`src/rtl/fi_pkg.sv`:
```
package fi_pkg;
  typedef enum logic [1:0] {
    FK_LOW    = 2'd0,
    FK_HIGH   = 2'd1,
    FK_SHORT  = 2'd2,
    FK_SLOW   = 2'd3
  } fault_kind_e;
endpackage

```
`src/rtl/fi_cfg_reg.sv`:
```
module fi_cfg_reg
  import fi_pkg::*;
#(
  parameter int IDX_W  = 4,
  parameter int HOLD_W = 3
) (
  input  logic              clk,
  input  logic              rst_n,
  input  logic              arm,
  input  fault_kind_e       kind_in,
  input  logic [IDX_W-1:0]  line_in,
  input  logic              or_in,
  input  logic [HOLD_W-1:0] hold_in,
  output fault_kind_e       kind_q,
  output logic [IDX_W-1:0]  line_q,
  output logic              or_q,
  output logic [HOLD_W-1:0] hold_q,
  output logic              armed_q
);

  logic cap_en;

  always_comb begin
    cap_en = ~arm;
  end

  always_ff @(posedge clk or negedge rst_n) begin
    if (!rst_n) begin
      kind_q  <= FK_LOW;
      line_q  <= '0;
      or_q    <= 1'b0;
      hold_q  <= '0;
      armed_q <= 1'b0;
    end else begin
      armed_q <= arm;
      if (cap_en) begin
        kind_q <= kind_in;
        line_q <= line_in;
        or_q   <= or_in;
        hold_q <= hold_in;
      end
    end
  end

endmodule

```
`src/rtl/fi_slow_line.sv`:
```
module fi_slow_line #(
  parameter int HOLD_W = 3
) (
  input  logic              clk,
  input  logic              rst_n,
  input  logic              en,
  input  logic              line_in,
  input  logic [HOLD_W-1:0] hold_len,
  output logic              stale_on,
  output logic              stale_val
);

  logic              prev_q, prev_d;
  logic              held_q, held_d;
  logic [HOLD_W-1:0] cnt_q, cnt_d;
  logic [HOLD_W-1:0] len_eff;
  logic              edge_seen;
  logic              busy;

  always_comb begin
    len_eff   = (hold_len == '0) ? HOLD_W'(1) : hold_len;
    busy      = (cnt_q != '0);
    edge_seen = (line_in != prev_q);
    prev_d    = line_in;
    cnt_d     = cnt_q;
    held_d    = held_q;
    if (!en) begin
      cnt_d = '0;
    end else if (busy) begin
      cnt_d = cnt_q - HOLD_W'(1);
    end else if (edge_seen) begin
      cnt_d  = len_eff - HOLD_W'(1);
      held_d = prev_q;
    end
    stale_on  = en && (busy || edge_seen);
    stale_val = busy ? held_q : prev_q;
  end

  always_ff @(posedge clk or negedge rst_n) begin
    if (!rst_n) begin
      prev_q <= 1'b0;
      held_q <= 1'b0;
      cnt_q  <= '0;
    end else begin
      prev_q <= prev_d;
      held_q <= held_d;
      cnt_q  <= cnt_d;
    end
  end

endmodule

```
`src/rtl/fi_apply.sv`:
```
module fi_apply
  import fi_pkg::*;
#(
  parameter int N_LINES = 16,
  parameter int IDX_W   = 4
) (
  input  logic [N_LINES-1:0] bus_in,
  input  logic               en,
  input  fault_kind_e        kind,
  input  logic [IDX_W-1:0]   line,
  input  logic               use_or,
  input  logic               stale_on,
  input  logic               stale_val,
  output logic [N_LINES-1:0] bus_out
);

  logic [N_LINES-1:0] pair_val;

  for (genvar i = 0; i < N_LINES; i++) begin : g_line
    logic hit;
    logic upper;
    logic own_val;

    if (i < N_LINES - 1) begin : g_pair
      always_comb pair_val[i] = use_or ? (bus_in[i] | bus_in[i+1])
                                       : (bus_in[i] & bus_in[i+1]);
    end else begin : g_top
      always_comb pair_val[i] = bus_in[i];
    end

    if (i > 0) begin : g_up
      always_comb upper = en && (kind == FK_SHORT) && (line == IDX_W'(i - 1));
    end else begin : g_noup
      always_comb upper = 1'b0;
    end

    always_comb begin
      hit = en && (line == IDX_W'(i));
      unique case (kind)
        FK_LOW:   own_val = 1'b0;
        FK_HIGH:  own_val = 1'b1;
        FK_SHORT: own_val = pair_val[i];
        default:  own_val = stale_on ? stale_val : bus_in[i];
      endcase
    end

    if (i > 0) begin : g_out_up
      always_comb bus_out[i] = hit   ? own_val :
                               upper ? pair_val[i-1] : bus_in[i];
    end else begin : g_out0
      always_comb bus_out[i] = hit ? own_val : bus_in[i];
    end
  end

endmodule

```
`src/rtl/fault_injector.sv`:
```
module fault_injector
  import fi_pkg::*;
#(
  parameter int N_LINES = 16,
  parameter int HOLD_W  = 3,
  localparam int IDX_W  = $clog2(N_LINES)
) (
  input  logic               clk,
  input  logic               rst_n,
  input  logic               arm,
  input  logic [1:0]         cfg_kind,
  input  logic [IDX_W-1:0]   cfg_line,
  input  logic               cfg_or,
  input  logic [HOLD_W-1:0]  cfg_hold,
  input  logic [N_LINES-1:0] bus_in,
  output logic [N_LINES-1:0] bus_out,
  output logic               fault_active,
  output logic               cfg_err
);

  localparam int LAST = N_LINES - 1;

  fault_kind_e       kind_q;
  logic [IDX_W-1:0]  line_q;
  logic              or_q;
  logic [HOLD_W-1:0] hold_q;
  logic              armed_q;
  logic              bad_cfg;
  logic              inject;
  logic              slow_en;
  logic              stale_on;
  logic              stale_val;
  logic              tgt_bit;
  logic [IDX_W:0]    line_ext;

  fi_cfg_reg #(.IDX_W(IDX_W), .HOLD_W(HOLD_W)) u_cfg (
    .clk     (clk),
    .rst_n   (rst_n),
    .arm     (arm),
    .kind_in (fault_kind_e'(cfg_kind)),
    .line_in (cfg_line),
    .or_in   (cfg_or),
    .hold_in (cfg_hold),
    .kind_q  (kind_q),
    .line_q  (line_q),
    .or_q    (or_q),
    .hold_q  (hold_q),
    .armed_q (armed_q)
  );

  always_comb begin
    line_ext = {1'b0, line_q};
    bad_cfg  = (line_ext > (IDX_W+1)'(LAST)) ||
               ((kind_q == FK_SHORT) && (line_ext == (IDX_W+1)'(LAST)));
    inject   = arm && armed_q && !bad_cfg;
    slow_en  = inject && (kind_q == FK_SLOW);
    tgt_bit  = 1'b0;
    for (int k = 0; k < N_LINES; k++) begin
      if (line_q == IDX_W'(k)) tgt_bit = bus_in[k];
    end
  end

  fi_slow_line #(.HOLD_W(HOLD_W)) u_slow (
    .clk       (clk),
    .rst_n     (rst_n),
    .en        (slow_en),
    .line_in   (tgt_bit),
    .hold_len  (hold_q),
    .stale_on  (stale_on),
    .stale_val (stale_val)
  );

  fi_apply #(.N_LINES(N_LINES), .IDX_W(IDX_W)) u_apply (
    .bus_in    (bus_in),
    .en        (inject),
    .kind      (kind_q),
    .line      (line_q),
    .use_or    (or_q),
    .stale_on  (stale_on),
    .stale_val (stale_val),
    .bus_out   (bus_out)
  );

  always_comb begin
    fault_active = inject;
    cfg_err      = bad_cfg;
  end

endmodule

```
`config.mk`:
```
export PLATFORM = sky130hd
export DESIGN_NAME = fault_injector
export DESIGN_NICKNAME = d
export VERILOG_FILES = /design/src/rtl/fi_pkg.sv /design/src/rtl/fi_cfg_reg.sv /design/src/rtl/fi_slow_line.sv /design/src/rtl/fi_apply.sv /design/src/rtl/fault_injector.sv
export SDC_FILE = /design/constraint.sdc
export NUM_CORES = 1
export LEC_CHECK = 0
export BUFFER_PORTS_ARGS = -buffer_cell sky130_fd_sc_hd__buf_2
export CAP_MARGIN = 10
export CORE_MARGIN = 2
export CORE_UTILIZATION = 55
export DETAILED_ROUTE_END_ITERATION = 8
export PLACE_DENSITY = 0.8
export SYNTH_ARGS = -nofsm -noshare
export SYNTH_HDL_FRONTEND = slang
export SYNTH_SLANG_ARGS = --single-unit
```
`constraint.sdc`:
```
create_clock -name clk -period 2.7 [get_ports clk]
set_clock_uncertainty 0.1 [all_clocks]
set_input_delay 0.27 -clock clk [delete_from_list [all_inputs] [get_ports clk]]
set_output_delay 0.27 -clock clk [all_outputs]
set_load 0.03 [all_outputs]
```
# Word level (Yosys, flattened, before mapping)
# Cells that the tools add are included.
[word_totals]
rom_bits = 0
elab_cells = 204
memories = 0
mem_bits_rw = 0
output_inout_bits = 18
latchBits = 0
ff_bits = 16
in_bits = 29
[classes]
bitwise_logic = 31
shift = 0
addsub = 2
n_eq_ne = 20
mux = 99
n_mul = 0
order_cmp = 0
div = 0
reduce_logical = 44
[op_table]
columns = ["op", "count"]
rows = [
  ["$mux W1", 79],
  ["$pmux W1 S3", 16],
  ["$logic_and A1 B1 Y1", 37],
  ["$eq A4 B4 Y1 const B", 8],
  ["$eq A4 B3 Y1 const B", 4],
  ["$and A1 B1 Y1", 15],
  ["$or A1 B1 Y1", 15],
  ["$mux W3", 4],
  ["$eq A4 B2 Y1 const B", 2],
  ["$sub A3 B1 Y3 const B", 2],
  ["$eq A2 B2 Y1 const B", 2],
  ["$eq A4 B1 Y1 const B", 1],
  ["$logic_not A4 Y1", 1],
  ["$logic_not A3 Y1", 1],
  ["$ne A3 B3 Y1 const B", 1],
  ["$reduce_and A3 Y1", 1],
  ["$reduce_bool A3 Y1", 1],
  ["$eq A2 B1 Y1 const B", 1],
  ["$logic_not A2 Y1", 1],
  ["$logic_not A1 Y1", 1],
  ["$logic_or A1 B1 Y1", 1],
  ["$ne A1 B1 Y1", 1],
  ["$not A1 Y1", 1],
]

# Logic depth before layout (Yosys ltp)
# Gate-level depths: netlist of run 1.
[depth]
ltp_word = 23
mapped_depth = 10
depth_no_buf = 7

# Hierarchy
# Synthesis of run 1 repeated with hierarchy kept, for this count alone.
[hier_totals]
hier_cells = 252
hier_area_um2 = 2028.2
[modules_own_cells]
columns = ["mod", "area_each_um2", "cells_per_inst", "instances", "seq_area_each_um2"]
rows = [
  ["fi_apply", 1121.1, 179, 1, 0.0],
  ["fi_cfg_reg", 436.7, 22, 1, 275.3],
  ["fi_slow_line", 284.0, 28, 1, 125.1],
  ["fault_injector", 186.4, 23, 1, 0.0],
]

# Worst setup path before layout of run 1
# Ideal clock, no wire load.
[synth_timing]
kind = "flip-flop to output port"
from = "reg u_cfg.line_q[0]"
to = "out bus_out[0]"
required_ps = 2330
arrival_time_ps = 2154
path_slack_ps = 176
n_path_buf = 2
path_stages_with_launch = 9
path_cell_list = "dfrtp_1 buf_6 buf_8 nand2_1 o22ai_1 a21oi_2 nand3_4 o211a_4 a211oi_1"
[synth_between]
elab_chain_cells = 23
word_cells_on_any_way = 43
classes_between = "16 x eq/ne; 19 x mux; 8 x reduce/logical"
[synth_rtl]
columns = ["item", "line_no", "rtl"]
rows = [
  ["start, declared", "fi_cfg_reg.sv:15", "output logic [IDX_W-1:0] line_q,"],
  ["start signal, assigned", "fi_cfg_reg.sv:38", "line_q <= line_in;"],
  ["$logic_not A4 Y1", "fault_injector.sv:59", "if (line_q == IDX_W'(k)) tgt_bit = bus_in[k];"],
  ["$mux W1 (15 in series)", "fault_injector.sv:59", ""],
  ["$mux W1 (*)", "fault_injector.sv:59", ""],
  ["net tgt_bit", "fault_injector.sv:33", "logic tgt_bit;"],
  ["$ne A1 B1 Y1 (*)", "fi_slow_line.sv:23", "edge_seen = (line_in != prev_q);"],
  ["$logic_or A1 B1 Y1 (*)", "fi_slow_line.sv:35", "stale_on = en && (busy || edge_seen);"],
  ["$logic_and A1 B1 Y1 (*)", "fi_slow_line.sv:35", ""],
  ["$mux W1 (*)", "fi_apply.sv:43", "default: own_val = stale_on ? stale_val : bus_in[i];"],
  ["$pmux W1 S3 (*)", "fi_apply.sv:39", "unique case (kind)"],
  ["$mux W1 (*)", "fi_apply.sv:51", "always_comb bus_out[i] = hit ? own_val : bus_in[i];"],
  ["end, declared", "fault_injector.sv:16", "output logic [N_LINES-1:0] bus_out,"],
]
# Mark *: on every way through the listed nets, which the timed path passes. The rest lies on a longest branch.

# Worst setup path after layout of run 1
[layout_timing]
from = "reg u_cfg.line_q[2]"
to = "out bus_out[14]"
[layout_between]
elab_chain_cells = 23
word_cells_on_any_way = 46
classes_between = "16 x eq/ne; 20 x mux; 10 x reduce/logical"
[layout_rtl]
columns = ["item", "line_no", "rtl"]
rows = [
  ["$logic_not A4 Y1", "fault_injector.sv:59", ""],
  ["$mux W1 (15 in series)", "fault_injector.sv:59", ""],
  ["$mux W1 (*)", "fault_injector.sv:59", ""],
  ["net tgt_bit", "fault_injector.sv:33", ""],
  ["$ne A1 B1 Y1 (*)", "fi_slow_line.sv:23", ""],
  ["$logic_or A1 B1 Y1 (*)", "fi_slow_line.sv:35", ""],
  ["$logic_and A1 B1 Y1 (*)", "fi_slow_line.sv:35", ""],
  ["$mux W1 (*)", "fi_apply.sv:43", ""],
  ["$pmux W1 S3 (*)", "fi_apply.sv:39", ""],
  ["$mux W1 (*)", "fi_apply.sv:48", "always_comb bus_out[i] = hit ? own_val :"],
]
# Marks and branches as above.

==> results of run 1 <==
[registers in the layout, indices dropped and copies added (netlist names)]
signal         cells
u_cfg.or_q         1
u_slow.prev_q      1
u_cfg.armed_q      1
u_cfg.hold_q       3
u_cfg.line_q       4
u_cfg.kind_q       2
u_slow.held_q      1
u_slow.cnt_q       3
[logic make-up (layout without fill, tap and decap cells)]
logic type / count (synthesis) / in the layout / share of synthesized area [%]
compound gates: 127 / 127 / 35.3
simple gates: 113 / 113 / 25.1
buf+inv: 34 / 88 / 7.82
mux: 16 / 16 / 7.36
flops: 16 / 16 / 16.6
fa+ha+maj: 15 / 15 / 6.32
xor+xnor: 2 / 2 / 1.50
[worst max path at each step]
stage / from / to / depth (start not counted) / slack, ns
global placement: u_cfg.line_q[0]$_DFFE_PN0N_ / bus_out[5] / 9 / 0.1
finish: u_cfg.line_q[2]$_DFFE_PN0N_ / bus_out[14] / 8 / -0.08
detailed placement: u_cfg.line_q[0]$_DFFE_PN0N_ / bus_out[5] / 9 / 0.008
CTS: u_cfg.line_q[0]$_DFFE_PN0N_ / bus_out[12] / 10 / -0.02
global route: u_cfg.line_q[1]$_DFFE_PN0N_ / bus_out[15] / 8 / -0.16
floorplan: u_cfg.line_q[0]$_DFFE_PN0N_ / bus_out[0] / 8 / 0.18
[layout make-up]
type,instances,area [sq um]
inverter,3,11.3
sequential,16,405
multi-input combinational,273,1900
timing repair buffer,81,564
tap,52,65.1
clock buffer,4,55.1
fill,348,1290
[stage by stage]
step	cells	utilization [%]
finish	429	69.8
global route	429	69.8
CTS	426	67.2
detailed placement	411	62.6
global placement	411	62.6
floorplan	323	-
[metal layers]
layer	share of wire (%)	track usage, %	up-vias
met5	0	0	-
met3	7.5	2.74	22
met1	41	38.6	1307
li1	-	-	1308
met2	49	47.8	143
met4	2.5	11.5	0
[worst reg2reg max path, cell delays in order, from the launching register on]
cell	delay (ns)
dfrtp_2	0.49
nand2b_2	0.29
o22ai_2	0.24
a21oi_2	0.10
nand3_4	0.14
mux2_4	0.35
buf_4	0.14
and3_1	0.16
[cell usage after synthesis, types with 4 or more instances]
master    count  area (sq um)
o31ai_2       9           113
dfrtp_1      16           400
o31ai_1       5          37.5
maj3_1       14           140
a21oi_1      43           215
nand2b_1      5          31.3
o21ai_0      26           130
a211oi_1      5          37.5
mux2_2       10           113
buf_2         7          35.0
buf_4         4          30.0
clkbuf_1     10          37.5
nor3_1       12          60.1
mux2i_1       5          50.1
o21ai_1       7          35.0
o22ai_1       9          56.3
nand2_1      24          90.1
nor2_1       41           154
[power groups by stage]
stage	sequential [mW]	clock (mW)	combinational, mW
after floorplan	0.284	0	0.445
after global placement	0.311	0	0.548
after detailed placement	0.313	0	0.561
after CTS	0.308	0.212	0.623
after global routing	0.315	0.221	0.745
final	0.311	0.208	0.698
[what timing repair did]
item	CTS	global route
pin swaps	0	9
gates resized for setup	17	31
hold buffers	1	0
buffers inserted	10	3
endpoints found under the hold margin	16	0
setup endpoints to repair	16	16
==> flow_metrics.env, run 1 <==
export IMPL_numCtsBuffers=3
export IMPL_num_vias=2780
export IMPL_nets=408
export IMPL_post_drt_via_cell_ratio=6.48
export IMPL_violations="negative setup slack"
export IMPL_maxSlewViolCount=0
export IMPL_power_density_nw_per_um2=406
export IMPL_rsz0062_at_grt="yes"
export IMPL_grt_util_all_layers_pct=28.9
export IMPL_seq_area_frac_synth_pct=16.6
export IMPL_syn_num_nets=353
export IMPL_rows=24
export IMPL_layout_common_cells="a21oi_1 (43), buf_4 (43), nor2_1 (37)"
export IMPL_die_area_sq_um=4940
export IMPL_reg2reg_from="u_cfg.line_q[2]$_DFFE_PN0N_"
export IMPL_dp_hpwl_um=5060
export IMPL_arrival_ns=2.41
export IMPL_irDropWorstVdd_mv=0.456
export IMPL_synth_seq_cells=16
export IMPL_synth_distinct_cells=60
export IMPL_grt_pass1_vias=2590
export IMPL_max_stage_delay_ns=0.49
export IMPL_fin_hold_ws_ns=0.153
export IMPL_crit_type="register to output port"
export IMPL_tns_ns=-0.596
export IMPL_routabilityCongestion=0.924
export IMPL_cts_tree="yes"
export IMPL_antenna_cells=0
export IMPL_grt_max_degree=20
export IMPL_core_area_sq_um=4290
export IMPL_async_reset_ff_share_pct=100
export IMPL_hold_viol_final=0
export IMPL_reg2reg_to="u_slow.cnt_q[0]$_DFFE_PN0P_"
export IMPL_cap_violations=0
export IMPL_p_clk_share_pct=17.1
export IMPL_endpoint_kind="output port"
export IMPL_critPathBufInv=1
export IMPL_initial_core_util_pct=56.2
export IMPL_ant_nets=0
export IMPL_design_area_sq_um=3000
export IMPL_path_cells="nand2b_2, o22ai_2, a21oi_2, nand3_4, xor2_4, nor3_1, o41ai_2, buf_4"
export IMPL_outcome="finished, violations left"
export IMPL_pwr_share_comb_pct=57.3
export IMPL_grt_pass1_wl_um=11900
export IMPL_p_sw_mw=0.525
export IMPL_antenna_found_initial=0
export IMPL_post_route_min_period_ns=2.78
export IMPL_cp_max_fo=9
export IMPL_slowest_stage="dfrtp_2"
export IMPL_postLayoutSetupSlackWorst_ns=-0.0823
export IMPL_dieWidth_um=70.3
export IMPL_sequentialPowerShare_pct=25.6
export IMPL_p_leak_nw=1.18
export IMPL_synth_ff_type="dfrtp_1"
export IMPL_worst_r2r_path_depth=7
export IMPL_clk_pin_slew_ns=0.06
export IMPL_swShare_pct=43.1
export IMPL_cp_top_family="compound AO/OA/AOI/OAI gates"
export IMPL_yosysWarnings=0
export IMPL_holdPathStages=2
export IMPL_worstMarginPinSlew_ns=0.580
export IMPL_grt_overflow=0
export IMPL_placed_area_sq_um=2690
export IMPL_synth_edff_count=0
export IMPL_drt_iter0_drc=270
export IMPL_min_path_type="input port to register"
export IMPL_totalWireLength_um=7400
export IMPL_synth_area_per_cell_sq_um=7.48
export IMPL_die_h_um=70.3
export IMPL_clk_path_buf_depth=2
export IMPL_clock_sinks=16
export IMPL_avgRoutedWirePerCell_um=17.2
export IMPL_drive_above_1_share_pct=37.1
export IMPL_synth_cells=323
export IMPL_drtPass1Iterations=5
export IMPL_hp_start="cfg_kind[1]"
export IMPL_h_tree_depth=1
export IMPL_drc=0
export IMPL_top_level_ports=47
export IMPL_slew_headroom_pct=60.3
export IMPL_syn_area_sq_um=2410
export IMPL_io_buffers=46
export IMPL_syn2layout_area_growth_pct=24.2
export IMPL_rrSetupSlack_ns=0.59
export IMPL_fmax_ghz=0.359
export IMPL_insertion_delay_ns=0.24
export IMPL_setup_violations=14
export IMPL_place_ws_ns=0.00837
export IMPL_cts_root_buf="clkbuf_8"
export IMPL_critPathRequiredTime_ns=2.33
export IMPL_holdPathEnd="u_cfg.kind_q[1]$_DFFE_PN0N_"
export IMPL_period_share_pct=103
export IMPL_start_kind="register"
export IMPL_internal_power_mw=0.693
export IMPL_total_power_mw=1.22
Power figures use the tool's default switching activity.
==> inputs of run 2 (changes only) <==
--- a/config.mk
+++ b/config.mk
@@ -9,8 +9,10 @@
 export CAP_MARGIN = 10
 export CORE_MARGIN = 2
 export CORE_UTILIZATION = 55
+export CTS_BUF_LIST = sky130_fd_sc_hd__clkbuf_16
 export DETAILED_ROUTE_END_ITERATION = 8
-export PLACE_DENSITY = 0.8
+export PLACE_DENSITY = 0.81
 export SYNTH_ARGS = -nofsm -noshare
 export SYNTH_HDL_FRONTEND = slang
+export SYNTH_HIERARCHICAL = 1
 export SYNTH_SLANG_ARGS = --single-unit
==> run 2 against run 1 <==
The run still ends with negative setup slack left. Critical path depth grew 3. Via count shrank 11%. Hold slack lost 0.0035 ns. Total power shrank 1.9%. Utilization grew 14 points. First-iteration DRC count shrank 2.6%. Largest power group unchanged.
==> flow_metrics.env, run 2 <==
export IMPL_outcome="finished, violations left"
export IMPL_violations="negative setup slack"
export IMPL_fmax_ghz=0.303
export IMPL_design_area_sq_um=3030
export IMPL_drive_above_1_share_pct=46.6
export IMPL_syn_area_sq_um=2030
export IMPL_top_level_ports=47
export IMPL_worstMarginPinSlew_ns=0.467
export IMPL_clock_sinks=16
export IMPL_largest_reg_flops=4
export IMPL_nets=366
export IMPL_swShare_pct=38.3
export IMPL_async_reset_ff_share_pct=100
export IMPL_hold_viol_final=0
export IMPL_p_sw_mw=0.458
export IMPL_internal_power_mw=0.737
export IMPL_clk_path_buf_depth=2
export IMPL_cap_violations=0
export IMPL_postLayoutSetupSlackWorst_ns=-0.598
export IMPL_ant_nets=0
export IMPL_grt_max_degree=17
export IMPL_clk_pin_slew_ns=0.04
export IMPL_slew_headroom_pct=68.7
export IMPL_layout_common_cells="buf_4 (52), buf_2 (32), o21ai_0 (23)"
export IMPL_antenna_cells=0
export IMPL_drtPass1Iterations=5
export IMPL_io_buffers=46
export IMPL_post_drt_via_cell_ratio=6.43
export IMPL_placed_area_sq_um=2750
export IMPL_synth_ff_type="dfrtp_1"
export IMPL_grt_pass1_wl_um=11200
export IMPL_crit_type="register to output port"
export IMPL_grt_pass1_vias=2396
export IMPL_die_h_um=64.7
export IMPL_min_path_type="input port to register"
export IMPL_dp_hpwl_um=5140
export IMPL_synth_edff_count=0
export IMPL_synth_cells=252
export IMPL_num_vias=2461
export IMPL_netlist_area_leader_share_pct=19.7
export IMPL_yosysTopAreaCell="dfrtp_1"
export IMPL_place_ws_ns=-0.366
export IMPL_top_register="u_cfg/line_q"
export IMPL_routabilityCongestion=0.998
export IMPL_setup_violations=16
export IMPL_start_kind="register"
export IMPL_sequentialPowerShare_pct=24.2
export IMPL_arrival_ns=2.93
export IMPL_grt_util_all_layers_pct=34.1
export IMPL_syn_num_nets=282
export IMPL_rsz0062_at_grt="yes"
export IMPL_dieWidth_um=64.7
export IMPL_numCtsBuffers=3
export IMPL_worst_r2r_path_depth=11
export IMPL_synthTopCellsByArea="dfrtp_1 (20%), mux2_4 (7.4%), o21ai_0 (5.9%), maj3_1 (4.9%), nand2_1 (4.1%)"
export IMPL_maxSlewViolCount=0
export IMPL_rows=22
export IMPL_synth_seq_cells=16
export IMPL_critPathRequiredTime_ns=2.33
export IMPL_antenna_found_initial=0
export IMPL_die_area_sq_um=4190
export IMPL_cts_root_buf="clkbuf_16"
export IMPL_initial_core_util_pct=56.2
export IMPL_core_area_sq_um=3610
export IMPL_fin_cells=383
export IMPL_final_common_cell="buf_4"
export IMPL_p_clk_share_pct=24.2
export IMPL_final_util_pct=83.9
export IMPL_totalWireLength_um=6810
export IMPL_grt_overflow=0
export IMPL_insertion_delay_ns=0.25
export IMPL_syn2layout_area_growth_pct=49.2
export IMPL_seq_area_frac_synth_pct=19.7
export IMPL_power_density_nw_per_um2=395
export IMPL_avgRoutedWirePerCell_um=17.8
export IMPL_ys_top_cells_by_count="o21ai_0 (24), nand2_1 (22), dfrtp_1 (16)"
export IMPL_cts_tree="yes"
export IMPL_fin_hold_ws_ns=0.150
export IMPL_dp_cells=374
export IMPL_h_tree_depth=1
export IMPL_drt_iter0_drc=263
export IMPL_endpoint_kind="output port"
export IMPL_synth_area_per_cell_sq_um=8.05
export IMPL_drc=0
export IMPL_yosysMostFrequentCell="o21ai_0"
export IMPL_cp_max_fo=8
export IMPL_synth_distinct_cells=61
export IMPL_top_regs="u_cfg/line_q x4, u_cfg/hold_q x3, u_slow/cnt_q x3"
export IMPL_p_leak_nw=1.24
export IMPL_period_share_pct=122
export IMPL_irDropWorstVdd_mv=0.443
export IMPL_holdPathStages=2
export IMPL_yosysWarnings=6
export IMPL_pwr_share_comb_pct=51.7
export IMPL_post_route_min_period_ns=3.30
run 2: power groups by stage:
stage               Clock [mW]  Sequential (mW)  Combinational [mW]
floorplan                    0            0.286               0.366
detailed placement           0            0.290               0.549
finish                   0.289            0.289               0.617
global placement             0            0.289               0.539
CTS                      0.292            0.287               0.595
global route             0.302            0.292               0.658
run 2: worst max-delay path: stages, from the launching register on:
cell and delay, ns:
dfrtp_2 0.41, mux4_2 0.51, nor2_1 0.14, a31oi_1 0.06
o22a_1 0.25, xnor2_1 0.16, a21boi_2 0.21, a21bo_2 0.22
and2_4 0.26, o21bai_1 0.12, a32oi_2 0.19, buf_6 0.16
run 2: metal layers:
metal / track usage (%) / wire (um) / vias up
met5: 0 / 0 / -
met4: 17.0 / 210 / 0
met1: 41.7 / 2660 / 1130
met2: 58.6 / 3290 / 169
li1: - / - / 1139
met3: 4.34 / 649 / 23
run 2: through the flow:
| stage | power, mW | TNS, ns |
|---|---|---|
| 2_1_floorplan | 0.652 | -4.29 |
| 3_3_place_gp | 0.828 | -3.75 |
| 3_5_place_dp | 0.840 | -5.00 |
| 4_1_cts | 1.17 | -7.38 |
| 5_1_grt | 1.25 | -11.27 |
| 6_report | 1.19 | -8.82 |
run 2: kinds of logic (layout without fill, tap and decap cells):
logic type / after synthesis / in the layout / share of synthesized area (%)
flops: 16 / 16 / 19.7
compound gates: 87 / 87 / 29.5
simple gates: 91 / 91 / 25.5
fa+ha+maj: 11 / 11 / 5.55
xor+xnor: 1 / 1 / 0.432
buf+inv: 28 / 111 / 6.60
mux: 18 / 18 / 12.7
run 2: layout make-up:
type	instances	area (sq um)
Clock buffer	3	75.1
Clock inverter	1	3.75
Sequential cell	16	402
Timing Repair Buffer	98	707
Tap cell	48	60.1
Fill cell	231	581
Inverter	9	33.8
Multi-Input combinational cell	208	1740
run 2: repair_timing:
| item | 4_1_cts | 5_1_grt |
|---|---|---|
| pin swaps | 17 | 3 |
| gates cloned | 0 | 0 |
| hold buffers | 1 | 0 |
| gates resized for setup | 36 | 5 |
| hold endpoints to repair | 16 | 0 |
| setup endpoints to repair | 16 | 16 |
| setup buffers | 3 | 2 |
run 2: final timing paths:
path                       slack [ns]                        start                           to
min reg2reg                      0.42  u_cfg/hold_q[0]$_DFFE_PN0N_  u_cfg/hold_q[0]$_DFFE_PN0N_
min in group asynchronous        0.37                        rst_n      u_cfg/armed_q$_DFF_PN0_
max                             -0.60  u_cfg/line_q[0]$_DFFE_PN0N_                  bus_out[10]
max in group asynchronous        1.85                        rst_n  u_cfg/line_q[0]$_DFFE_PN0N_
max reg2reg                      0.15  u_cfg/line_q[0]$_DFFE_PN0N_  u_slow/cnt_q[0]$_DFFE_PN0P_
min                              0.15                  cfg_kind[0]  u_cfg/kind_q[0]$_DFFE_PN0N_
==> inputs of run 3 (changes only) <==
--- a/config.mk
+++ b/config.mk
@@ -7,11 +7,13 @@
 export LEC_CHECK = 0
 export BUFFER_PORTS_ARGS = -buffer_cell sky130_fd_sc_hd__buf_2
 export CAP_MARGIN = 10
+export CELL_PAD_IN_SITES_DETAIL_PLACEMENT = 1
+export CELL_PAD_IN_SITES_GLOBAL_PLACEMENT = 1
 export CORE_MARGIN = 2
-export CORE_UTILIZATION = 55
+export CORE_UTILIZATION = 40
 export CTS_BUF_LIST = sky130_fd_sc_hd__clkbuf_16
 export DETAILED_ROUTE_END_ITERATION = 8
-export PLACE_DENSITY = 0.81
+export PLACE_DENSITY_LB_ADDON = 0.1
 export SYNTH_ARGS = -nofsm -noshare
 export SYNTH_HDL_FRONTEND = slang
 export SYNTH_HIERARCHICAL = 1
==> run 3 against run 2 <==
Via count increased by 5.3%. Worst setup slack got worse by 0.063 ns. Utilization decreased by 19 points. Routed wire length grew 34%. First-iteration DRC count is 13% lower. Design area up 3.8%. Total power up 5.9%. Largest cell class unchanged. Count of clock-buffer cells in the layout unchanged. The flow still finishes with violations (negative setup slack). Clock power rose by 1%. Register-to-register slack gained 0.19 ns.
==> flow_metrics.env, run 3 (synthesis results as in run 2) <==
export IMPL_outcome="finished, violations left"
export IMPL_violations="negative setup slack"
export IMPL_top_register="u_cfg/line_q"
export IMPL_fin_cells=411
export IMPL_multi_input_area_sq_um=1750
export IMPL_setup_violations=16
export IMPL_drive_above_1_share_pct=48.5
export IMPL_cp_max_fo=6
export IMPL_initial_core_util_pct=42.1
export IMPL_grt_overflow=0
export IMPL_drt_iter0_drc=230
export IMPL_seqCellArea_sq_um=402
export IMPL_internal_power_mw=0.762
export IMPL_irDropWorstVdd_mv=0.372
export IMPL_top_regs="u_cfg/line_q x4, u_cfg/hold_q x3, u_slow/cnt_q x3"
export IMPL_syn2layout_area_growth_pct=54.8
export IMPL_endpoint_kind="output port"
export IMPL_start_kind="register"
export IMPL_cap_violations=0
export IMPL_ant_nets=0
export IMPL_p_leak_nw=1.29
export IMPL_top_level_ports=47
export IMPL_grt_pass1_vias=2825
export IMPL_avgRoutedWirePerCell_um=22.2
export IMPL_clock_sinks=16
export IMPL_die_area_sq_um=5660
export IMPL_crit_type="register to output port"
export IMPL_n_fill_cell=593
export IMPL_insertion_delay_ns=0.25
export IMPL_maxSlewViolCount=0
export IMPL_io_buffers=46
export IMPL_min_path_type="input port to register"
export IMPL_grt_pass1_wl_um=14200
export IMPL_h_tree_depth=1
export IMPL_dieWidth_um=75.2
export IMPL_swShare_pct=39.8
export IMPL_largest_reg_flops=4
export IMPL_dp_hpwl_um=6550
export IMPL_power_density_nw_per_um2=403
export IMPL_arrival_ns=2.99
export IMPL_antenna_cells=0
export IMPL_total_power_mw=1.27
export IMPL_cts_root_buf="clkbuf_16"
export IMPL_cts_tree="yes"
export IMPL_p_sw_mw=0.503
export IMPL_tns_ns=-9.91
export IMPL_drtPass1Iterations=4
export IMPL_core_area_sq_um=4820
export IMPL_worstMarginPinSlew_ns=0.447
export IMPL_post_route_min_period_ns=3.36
export IMPL_grt_max_degree=19
export IMPL_hold_viol_final=0
export IMPL_rows=25
export IMPL_layout_common_cells="buf_4 (59), buf_2 (31), nand2_1 (22)"
export IMPL_rsz0062_at_grt="yes"
export IMPL_grt_util_all_layers_pct=33.2
export IMPL_dp_cells=400
export IMPL_numCtsBuffers=3
export IMPL_final_common_cell="buf_4"
export IMPL_place_ws_ns=-0.642
export IMPL_pwr_share_comb_pct=53.5
export IMPL_clk_pin_slew_ns=0.05
export IMPL_period_share_pct=124
export IMPL_totalWireLength_um=9140
export IMPL_clk_path_buf_depth=2
export IMPL_sequentialPowerShare_pct=23.3
export IMPL_fmax_ghz=0.298
export IMPL_postLayoutSetupSlackWorst_ns=-0.661
export IMPL_routabilityCongestion=0.935
export IMPL_die_h_um=75.2
export IMPL_critPathRequiredTime_ns=2.33
export IMPL_drc=0
export IMPL_num_vias=2591
export IMPL_p_clk_share_pct=23.1
export IMPL_antenna_found_initial=0
export IMPL_nets=376
export IMPL_post_drt_via_cell_ratio=6.30
export IMPL_slew_headroom_pct=69.8
## run 3: final cells by class
cell class / instances / share of cell area [%]
well taps: 67 / 2.67
flip-flops and latches: 16 / 12.8
multi-input cells: 208 / 55.6
inverters: 9 / 1.08
repair buffers: 108 / 25.5
clock buffers: 3 / 2.39
## run 3: worst max-delay path: stages, from the launching register on
cell      delay (ns)
dfrtp_2         0.43
buf_4           0.18
mux2_2          0.35
nand2_1         0.09
a31oi_1         0.09
o22a_1          0.29
xnor2_2         0.16
a21boi_2        0.20
a21bo_2         0.21
buf_4           0.12
a21oi_2         0.08
o21a_1          0.21
a32oi_4         0.18
buf_6           0.16
## run 3: power by group through the flow
stage | combinational, mW | clock (mW) | sequential (mW)
after global placement | 0.553 | 0 | 0.293
after CTS | 0.641 | 0.292 | 0.293
after global routing | 0.716 | 0.313 | 0.298
after detailed placement | 0.575 | 0 | 0.295
final | 0.678 | 0.293 | 0.296
after floorplan | 0.366 | 0 | 0.286
## run 3: worst paths after layout
path / to / start / slack [ns] / cells past startpoint
setup / recovery: bus_out[5] / u_cfg/line_q[0]$_DFFE_PN0N_ / -0.66 / 13
max in group asynchronous: u_cfg/line_q[0]$_DFFE_PN0N_ / rst_n / 1.81 / 2
hold reg to reg: u_cfg/hold_q[0]$_DFFE_PN0N_ / u_cfg/hold_q[0]$_DFFE_PN0N_ / 0.45 / 1
setup reg to reg: u_slow/cnt_q[1]$_DFFE_PN0P_ / u_cfg/line_q[0]$_DFFE_PN0N_ / 0.34 / 10
min in group asynchronous: u_cfg/kind_q[0]$_DFFE_PN0N_ / rst_n / 0.38 / 2
hold / removal: u_cfg/hold_q[2]$_DFFE_PN0N_ / cfg_hold[2] / 0.15 / 2
## run 3: repair_timing
item                                   in CTS  in global routing
pin swaps                                  12                  3
endpoints found under the hold margin      16                  0
hold buffers                                1                  0
gates resized for setup                    46                  4
setup endpoints to repair                  16                 16
buffers inserted                            3                  4
## run 3: layer usage
layer	wire length [um]	GRT usage (%)	up-vias
met5	0	0	-
met4	416	15.6	0
li1	-	-	1158
met1	3730	40.4	1285
met2	4510	56.7	105
met3	476	6.02	43
## run 3: metrics by stage
step | util, % | hold WS [ns] | area (sq um)
floorplan | - | -0.126 | 2220
global placement | 58.7 | 0.0978 | 2830
detailed placement | 58.7 | 0.105 | 2830
CTS | 64.2 | 0.154 | 3090
global route | 65.2 | 0.145 | 3140
finish | 65.2 | 0.153 | 3140
